`src/rtl/afp_pkg.sv`:
```
package afp_pkg;
  // full-adder sum and carry, used bitwise by the carry-save rows
  function automatic logic fa_sum(input logic p, input logic q, input logic r);
    return p ^ q ^ r;
  endfunction

  function automatic logic fa_cy(input logic p, input logic q, input logic r);
    return (p & q) | (p & r) | (q & r);
  endfunction
endpackage

```
`src/rtl/afp_ppgen.sv`:
```
module afp_ppgen #(
  parameter int W = 8
) (
  input  logic [W-1:0] mcand,
  input  logic         mbit,
  output logic [W-1:0] pp
);
  // one AND gate per multiplicand bit
  assign pp = mcand & {W{mbit}};
endmodule

```
`src/rtl/afp_csa_row.sv`:
```
module afp_csa_row #(
  parameter int W = 8
) (
  input  logic [W-1:0] s_in,   // sum vector, base weight b
  input  logic [W-1:0] c_in,   // carry vector, base weight b
  input  logic [W-1:0] pp,     // partial product, base weight b+1
  output logic [W-1:0] s_out,  // sum vector, base weight b+1
  output logic [W-1:0] c_out,  // carry vector, base weight b+1
  output logic         p_bit   // retired product bit at weight b
);
  import afp_pkg::*;

  logic [W:0]   t_sum;
  logic [W-1:0] t_cy;  // t_cy[i] has weight b+i+1

  // lowest column: no partial-product bit, half adder
  assign t_sum[0] = s_in[0] ^ c_in[0];
  assign t_cy[0]  = s_in[0] & c_in[0];

  for (genvar i = 1; i < W; i++) begin : g_col
    assign t_sum[i] = fa_sum(s_in[i], c_in[i], pp[i-1]);
    assign t_cy[i]  = fa_cy(s_in[i], c_in[i], pp[i-1]);
  end

  // top column holds only the partial product's high bit
  assign t_sum[W] = pp[W-1];

  assign p_bit = t_sum[0];
  assign s_out = t_sum[W:1];
  assign c_out = t_cy;
endmodule

```
`src/rtl/afp_stage.sv`:
```
module afp_stage #(
  parameter int W   = 8,
  parameter int IDX = 1
) (
  input  logic         clk,
  input  logic         rst_n,
  input  logic         v_in,
  input  logic [W-1:0] a_in,
  input  logic [W-1:0] x_in,
  input  logic [W-1:0] s_in,
  input  logic [W-1:0] c_in,
  input  logic [W-2:0] lo_in,
  output logic         v_q,
  output logic [W-1:0] a_q,
  output logic [W-1:0] x_q,
  output logic [W-1:0] s_q,
  output logic [W-1:0] c_q,
  output logic [W-2:0] lo_q
);
  localparam int LOW = W - 1;

  logic [W-1:0]   pp;
  logic [W-1:0]   s_nx;
  logic [W-1:0]   c_nx;
  logic           p_bit;
  logic [LOW-1:0] lo_nx;

  afp_ppgen #(.W(W)) u_pp (
    .mcand (a_in),
    .mbit  (x_in[IDX]),
    .pp    (pp)
  );

  afp_csa_row #(.W(W)) u_row (
    .s_in  (s_in),
    .c_in  (c_in),
    .pp    (pp),
    .s_out (s_nx),
    .c_out (c_nx),
    .p_bit (p_bit)
  );

  always_comb begin
    lo_nx          = lo_in;
    lo_nx[IDX-1]   = p_bit;
  end

  always_ff @(posedge clk or negedge rst_n) begin
    if (!rst_n) begin
      v_q  <= 1'b0;
      a_q  <= '0;
      x_q  <= '0;
      s_q  <= '0;
      c_q  <= '0;
      lo_q <= '0;
    end else begin
      v_q <= v_in;
      if (v_in) begin
        a_q  <= a_in;
        x_q  <= x_in;
        s_q  <= s_nx;
        c_q  <= c_nx;
        lo_q <= lo_nx;
      end
    end
  end

  // the row conserves value: in_sum + in_carry + 2*pp == retired bit + 2*(out_sum + out_carry)
  assert_row_conserve_R1: assert property (@(posedge clk) disable iff (!rst_n)
    v_in |-> (({2'b00, s_in} + {2'b00, c_in} + {1'b0, pp, 1'b0}) ==
              {({1'b0, s_nx} + {1'b0, c_nx}), p_bit}));
endmodule

```
`src/rtl/afp_cpa.sv`:
```
module afp_cpa #(
  parameter int W = 8
) (
  input  logic           clk,
  input  logic           rst_n,
  input  logic           v_in,
  input  logic [W-1:0]   s_in,
  input  logic [W-1:0]   c_in,
  input  logic [W-2:0]   lo_in,
  output logic           v_q,
  output logic [2*W-1:0] res_q
);
  localparam int RW = 2 * W;
  localparam logic [RW-1:0] MAXV = {{W{1'b1}}, {W{1'b0}}};

  logic [W:0]    upper;
  logic [RW-1:0] res_nx;

  assign upper  = {1'b0, s_in} + {1'b0, c_in};
  assign res_nx = {upper, lo_in};

  always_ff @(posedge clk or negedge rst_n) begin
    if (!rst_n) begin
      v_q   <= 1'b0;
      res_q <= '0;
    end else begin
      v_q <= v_in;
      if (v_in) res_q <= res_nx;
    end
  end

  assert_no_overflow_R5: assert property (@(posedge clk) disable iff (!rst_n)
    v_q |-> (res_q <= MAXV));

  assert_bubble_hold_R6: assert property (@(posedge clk) disable iff (!rst_n)
    !v_q |-> $stable(res_q));
endmodule

```
`src/rtl/array_fma_pipe.sv`:
```
module array_fma_pipe #(
  parameter int W = 8
) (
  input  logic           clk,
  input  logic           rst_n,
  input  logic           in_valid,
  input  logic [W-1:0]   in_a,
  input  logic [W-1:0]   in_x,
  input  logic [W-1:0]   in_y,
  output logic           out_valid,
  output logic [2*W-1:0] out_result
);
  localparam int NROW = W - 1;  // carry-save rows after the addend-fed top

  logic         st_v  [0:NROW];
  logic [W-1:0] st_a  [0:NROW];
  logic [W-1:0] st_x  [0:NROW];
  logic [W-1:0] st_s  [0:NROW];
  logic [W-1:0] st_c  [0:NROW];
  logic [W-2:0] st_lo [0:NROW];
  logic [W-1:0] pp0;

  // top of the array: addend takes the slot of the zero operand
  afp_ppgen #(.W(W)) u_pp0 (
    .mcand (in_a),
    .mbit  (in_x[0]),
    .pp    (pp0)
  );

  assign st_v[0]  = in_valid;
  assign st_a[0]  = in_a;
  assign st_x[0]  = in_x;
  assign st_s[0]  = in_y;
  assign st_c[0]  = pp0;
  assign st_lo[0] = '0;

  for (genvar j = 1; j <= NROW; j++) begin : g_row
    afp_stage #(.W(W), .IDX(j)) u_stage (
      .clk   (clk),
      .rst_n (rst_n),
      .v_in  (st_v[j-1]),
      .a_in  (st_a[j-1]),
      .x_in  (st_x[j-1]),
      .s_in  (st_s[j-1]),
      .c_in  (st_c[j-1]),
      .lo_in (st_lo[j-1]),
      .v_q   (st_v[j]),
      .a_q   (st_a[j]),
      .x_q   (st_x[j]),
      .s_q   (st_s[j]),
      .c_q   (st_c[j]),
      .lo_q  (st_lo[j])
    );
  end

  afp_cpa #(.W(W)) u_cpa (
    .clk   (clk),
    .rst_n (rst_n),
    .v_in  (st_v[NROW]),
    .s_in  (st_s[NROW]),
    .c_in  (st_c[NROW]),
    .lo_in (st_lo[NROW]),
    .v_q   (out_valid),
    .res_q (out_result)
  );

  // a clock seen in reset leaves no result behind it
  assert_reset_flush_R7: assert property (@(posedge clk)
    !rst_n |=> (!out_valid && (out_result == '0)));
endmodule

```
`config.mk`:
```
export PLATFORM = sky130hd
export DESIGN_NAME = array_fma_pipe
export DESIGN_NICKNAME = d
export VERILOG_FILES = /design/src/rtl/afp_pkg.sv /design/src/rtl/afp_ppgen.sv /design/src/rtl/afp_csa_row.sv /design/src/rtl/afp_stage.sv /design/src/rtl/afp_cpa.sv /design/src/rtl/array_fma_pipe.sv
export SDC_FILE = /design/constraint.sdc
export NUM_CORES = 1
export LEC_CHECK = 0
export ABC_AREA = 1
export BUFFER_PORTS_ARGS = -buffer_cell sky130_fd_sc_hd__clkbuf_2
export CORE_ASPECT_RATIO = 0.9
export CORE_MARGIN = 1
export CORE_UTILIZATION = 50
export CTS_BUF_LIST = sky130_fd_sc_hd__clkbuf_4 sky130_fd_sc_hd__clkbuf_8
export CTS_CLUSTER_DIAMETER = 120
export DETAILED_ROUTE_END_ITERATION = 10
export GPL_TIMING_DRIVEN = 0
export PLACE_DENSITY = 0.75
export SLEW_MARGIN = 20
export SYNTH_ARGS = -nofsm -noshare
export SYNTH_HDL_FRONTEND = slang
export SYNTH_SLANG_ARGS = --single-unit
```
`constraint.sdc`:
```
create_clock -name clk -period 2.1 [get_ports clk]
set_clock_uncertainty 0.2 [all_clocks]
set_input_delay 0.105 -clock clk [delete_from_list [all_inputs] [get_ports clk]]
set_output_delay 0.105 -clock clk [all_outputs]
set_load 0.005 [all_outputs]
```
---- Yosys cells after proc, flatten, opt, wreduce, memory -nomap -nowiden ----
Cells that the tools add are included.
storage, ports and cells
  flip-flop bits (word level) ............. 260
  bits of input ports ..................... 27
  output and inout port bits .............. 17
  word-level logic and storage cells ...... 408
operators by class
  $add $sub $neg .......................... 1
  bitwise logic cells ..................... 365
operators with widths
  operator              count
  bitwise AND 1 bit     154
  XOR 1 bit             105
  OR 1 bit              98
  bitwise AND 8 bit     8
  adder 8 x 8 -> 9 bit  1

---- Logic depth before layout (Yosys ltp) ----
  depth after elaboration ................. 4
  mapped depth ............................ 9
  gate-level depth less buffers ........... 9

---- Hierarchy ----
Synthesis repeated with hierarchy kept, for this count alone.
second synthesis, totals
  cells, all modules ...................... 1,487
  area total of the unflattened synthesis .. 13,063.8 um2
modules (own cells, without submodules)
  module          instances  cells an instance  area an instance (um2)  seq. area each (um2)
  afp_stage       7          166                1,491.4                 1,001.0
  afp_csa_row     7          9                  160.2                   0.0
  afp_cpa         1          125                978.4                   425.4
  afp_ppgen       8          17                 65.1                    0.0
  array_fma_pipe  1          1                  3.8                     0.0

---- Worst setup path before layout ----
Ideal clock, no wire load.
  path kind ............................... reg2reg
  start ................................... register g_row[7].u_stage.c_q[0]
  end ..................................... register u_cpa.res_q[13]
  library setup time ...................... 0.117 ns
  arrival ................................. 1.373 ns
  required time ........................... 1.783 ns
  path slack .............................. 0.410 ns
  cell stages (with the launch flop) ...... 9
  buffers on the path ..................... 0
  clock period less this slack ............ 1.690 ns
  path through ............................ dfrtp_1 ha_1 fa_1 nand2_1 nand2_1 nand3b_1 nand3_1 nand3_1 nand2_1
between the ends
  cells in the longest elaborated chain, start to end .. 1
ends and longest elaborated chain
  item                    RTL line         RTL
  from (decl)             afp_stage.sv:17  output logic [W-1:0] c_q,
  from (signal assigned)  afp_stage.sv:62  c_q <= c_nx;
  adder 8 x 8 -> 9 bit    afp_cpa.sv:19    assign upper = {1'b0, s_in} + {1'b0, c_in};
  to (signal assigned)    afp_cpa.sv:28    if (v_in) res_q <= res_nx;
  to (decl)               afp_cpa.sv:11    output logic [2*W-1:0] res_q
Every way passes these cells.
A chain may end at the register's enable or synchronous reset.

---- Final worst setup path ----
Same ends and word-level chain as after synthesis.

==> flow_metrics.py <==
metrics = {
    "grt": {
        "grt.overflow.total": 0,
        "grt_pass1_wl_mm": 34.0,
        "grt_pass1_vias": 7348,
        "antenna_found_initial": 0,
        "track_usage_pct": 19.6,
        "grt_max_degree": 92,
    },
    "final_layout": {
        "n_antenna_cell": 0,
        "nets": 1295,
        "drive_gt1_share_pct": 12.8,
        "multiInputGateArea_sq_mm": 0.00373,
        "area_growth_syn_to_layout_pct": 15.5,
        "fin_util_pct": 59.3,
        "finalNonFillerCells": 1480,
        "fill_cells": 1717,
        "register_area_sq_mm": 0.00583,
    },
    "run_status": {
        "status": "finished with violations",
        "violations": "negative hold slack",
    },
    "route": {
        "num_vias": 7092,
        "postRouteAntennaNets": 0,
        "vias_per_cell": 4.79,
        "avgRoutedWirePerCell_microns": 13.1,
        "drt_iter0_drc": 304,
        "drtPass1Iterations": 4,
        "wl_mm": 19.4,
        "drc": 0,
    },
    "critical_path": {
        "path_class": "flip-flop to flip-flop",
        "reg2reg_to": "u_cpa.res_q[13]",
        "crit_end": "u_cpa.res_q[13]",
        "crit_path_start": "g_row[7].u_stage.c_q[0]",
        "r2r_slack_ns": 0.21,
        "rr_worst_depth": 9,
        "path_depth": 9,
        "crit_top_cell": "nand2_1",
        "crit_chain": "ha_1 > fa_1 > nand2_1 > nand2_1 > nand3b_1 > nand2_1 > nand2_1 > nand3_1 > nand2_1",
        "start_kind": "flip-flop",
        "critPathTopFamily": "adder cells",
        "critPathRequiredTime_ns": 2.36,
        "critPathBufInv": 0,
        "r2r-start": "g_row[7].u_stage.c_q[0]",
        "cp-end-kind": "flip-flop",
        "critical-path-slowest-cell": "fa_1",
        "arrival_ns": 2.15,
        "crit_fanout": 3,
        "critPathMaxStageDelay_ns": 0.39,
    },
    "placement": {
        "routabilityCongestion": 0.789,
        "place_ws_ns": 0.228,
        "numPortBuffers": 41,
        "dp.cells": 1393,
        "dp_hpwl_mm": 14.1,
    },
    "logic_synthesis": {
        "synth_area_per_cell_sq_um": 9.46,
        "ys_warn_count": 0,
        "yosysTopAreaCell": "dfrtp_1",
        "netlist_area_sq_mm": 0.0104,
        "synth_seq_area_share_pct": 56.3,
        "synth_top_area_share_pct": 56.3,
        "synth_area_leaders": "dfrtp_1, nand2_1, fa_1",
        "ys_seq_elements": 233,
        "synth_nets": 1187,
        "ys_types": 22,
        "postSynthCellCount": 1095,
    },
    "timing": {
        "period_share_pct": 89.8,
        "finalCriticalPeriod_ns": 1.89,
        "tightest_slew_ns": 0.519,
        "final.setup.worst_slack_ns": 0.213,
        "setup_viol": 0,
        "maxSlewViolCount": 0,
        "hold_ws_ns": -0.0704,
        "hold_violations": 64,
        "rsz0062_at_grt": "no",
        "max_freq_mhz": 530,
        "timing.slew.headroom_pct": 65.4,
    },
    "clock_tree": {
        "insertion_delay_ns": 0.53,
        "cts_root_buf": "clkbuf_8",
        "h-tree-depth": 2,
        "cts_inserted_buffers": 38,
        "cts_tree": "built",
        "clk_pin_slew_ns": 0.06,
        "cts-resized-gates": 0,
        "hold_buffers": 25,
        "post_cts_buffers": 0,
        "clockBufferDepth": 3,
        "numClockSinks": 233,
    },
    "die": {
        "die_area_sq_mm": 0.0213,
        "die_w_microns": 154,
        "core_area_sq_mm": 0.0202,
        "fp.dieH_microns": 139,
        "rows": 49,
        "start_util_pct": 51.4,
        "io_pins": 44,
    },
    "job": {
        "drv_cap": 0,
    },
    "power_and_ir_drop": {
        "powerDensity_mw_per_mm2": 978,
        "peakVddDrop_v": 0.000509,
        "leakagePower_nw": 5.92,
    },
    "hold_path": {
        "hold_class": "input pin to asynchronous set/reset pin",
    },
}
==> synth_stat cells (all sizes together) <==
| cell type | number |
|---|---|
| nand2 | 416 |
| dfrtp | 233 |
| o21ai | 152 |
| inv | 144 |
| fa | 50 |
| buf | 39 |
| ha | 15 |
| clkbuf | 12 |
| nand3 | 11 |
| a21oi | 5 |
| nor2 | 5 |
| o22ai | 5 |
| mux2 | 4 |
| nand3b | 2 |
| a211oi | 1 |
| or2 | 1 |
==> layout make-up <==
class,instances,share of cell area (%)
multi-input combinational,667,31.2
tap,255,2.67
sequential,233,48.7
inverter,144,4.52
timing repair buffer,68,4.34
clock inverter,6,0.481
buffer,51,2.16
clock buffer,56,5.92
==> registers in the layout, summed over array words and instances (netlist names) <==
signal	flops
u_cpa.v_q	1
g_row.u_stage.c_q	56
u_cpa.res_q	16
g_row.u_stage.a_q	48
g_row.u_stage.s_q	56
g_row.u_stage.v_q	7
g_row.u_stage.x_q	21
g_row.u_stage.lo_q	28
==> cell usage in the layout, fill, tap and decap left out, types with 12 or more instances in the layout <==
| cell type | n |
|---|---|
| dfrtp_1 | 233 |
| o21ai_0 | 125 |
| fa_1 | 50 |
| clkbuf_8 | 47 |
| clkbuf_1 | 12 |
| o21ai_1 | 27 |
| clkbuf_2 | 40 |
| nand2_1 | 415 |
| buf_2 | 33 |
| dlygate4sd3_1 | 25 |
| inv_1 | 138 |
| ha_1 | 15 |
==> power by group <==
group / internal, W / switching [W] / total, W
Sequential: 0.00532 / 0.000459 / 0.00578
Combinational: 0.000792 / 0.00115 / 0.00194
Clock: 0.00227 / 0.00171 / 0.00398
Total: 0.00838 / 0.00333 / 0.0117
==> how the worst min path moves through the flow <==
stage / to / cells after the start / from / slack (ns)
floorplan: g_row[1].u_stage.a_q[0] / 0 / rst_n / -0.39
finish: u_cpa.res_q[4] / 2 / rst_n / -0.07
CTS: g_row[7].u_stage.lo_q[4] / 2 / rst_n / -0.06
global placement: g_row[1].u_stage.v_q / 1 / in_valid / 0.08
global route: u_cpa.res_q[4] / 2 / rst_n / -0.04
detailed placement: u_cpa.res_q[6] / 1 / rst_n / -0.06
==> routing by layer <==
| layer | GRT usage, % | share of wire [%] |
|---|---|---|
| met1 | 23.1 | 43 |
| met2 | 36.3 | 53 |
| met3 | 3.28 | 3.0 |
| met4 | 6.32 | 1.9 |
| met5 | 0 | 0 |
==> metrics by stage <==
stage          cell area, sq um  power (W)  hold WS [ns]  TNS [ns]
2_1_floorplan             10400    0.00704        -0.391         0
3_3_place_gp              10900    0.00768        0.0751   -867.52
3_5_place_dp              10900    0.00781       -0.0641         0
4_1_cts                   12000     0.0119       -0.0628         0
5_1_grt                   12000     0.0124       -0.0408         0
6_report                  12000     0.0117       -0.0704         0
==> logic make-up after synthesis <==
kind of cell / share of synthesized area [%]
AO/OA/AOI/OAI: 8.07
flip-flops: 56.3
AND/OR/NAND/NOR: 16.0
buffers and inverters: 7.72
multiplexers: 0.435
adder cells (fa/ha/maj): 11.5
(Power assumes the default switching activity.)
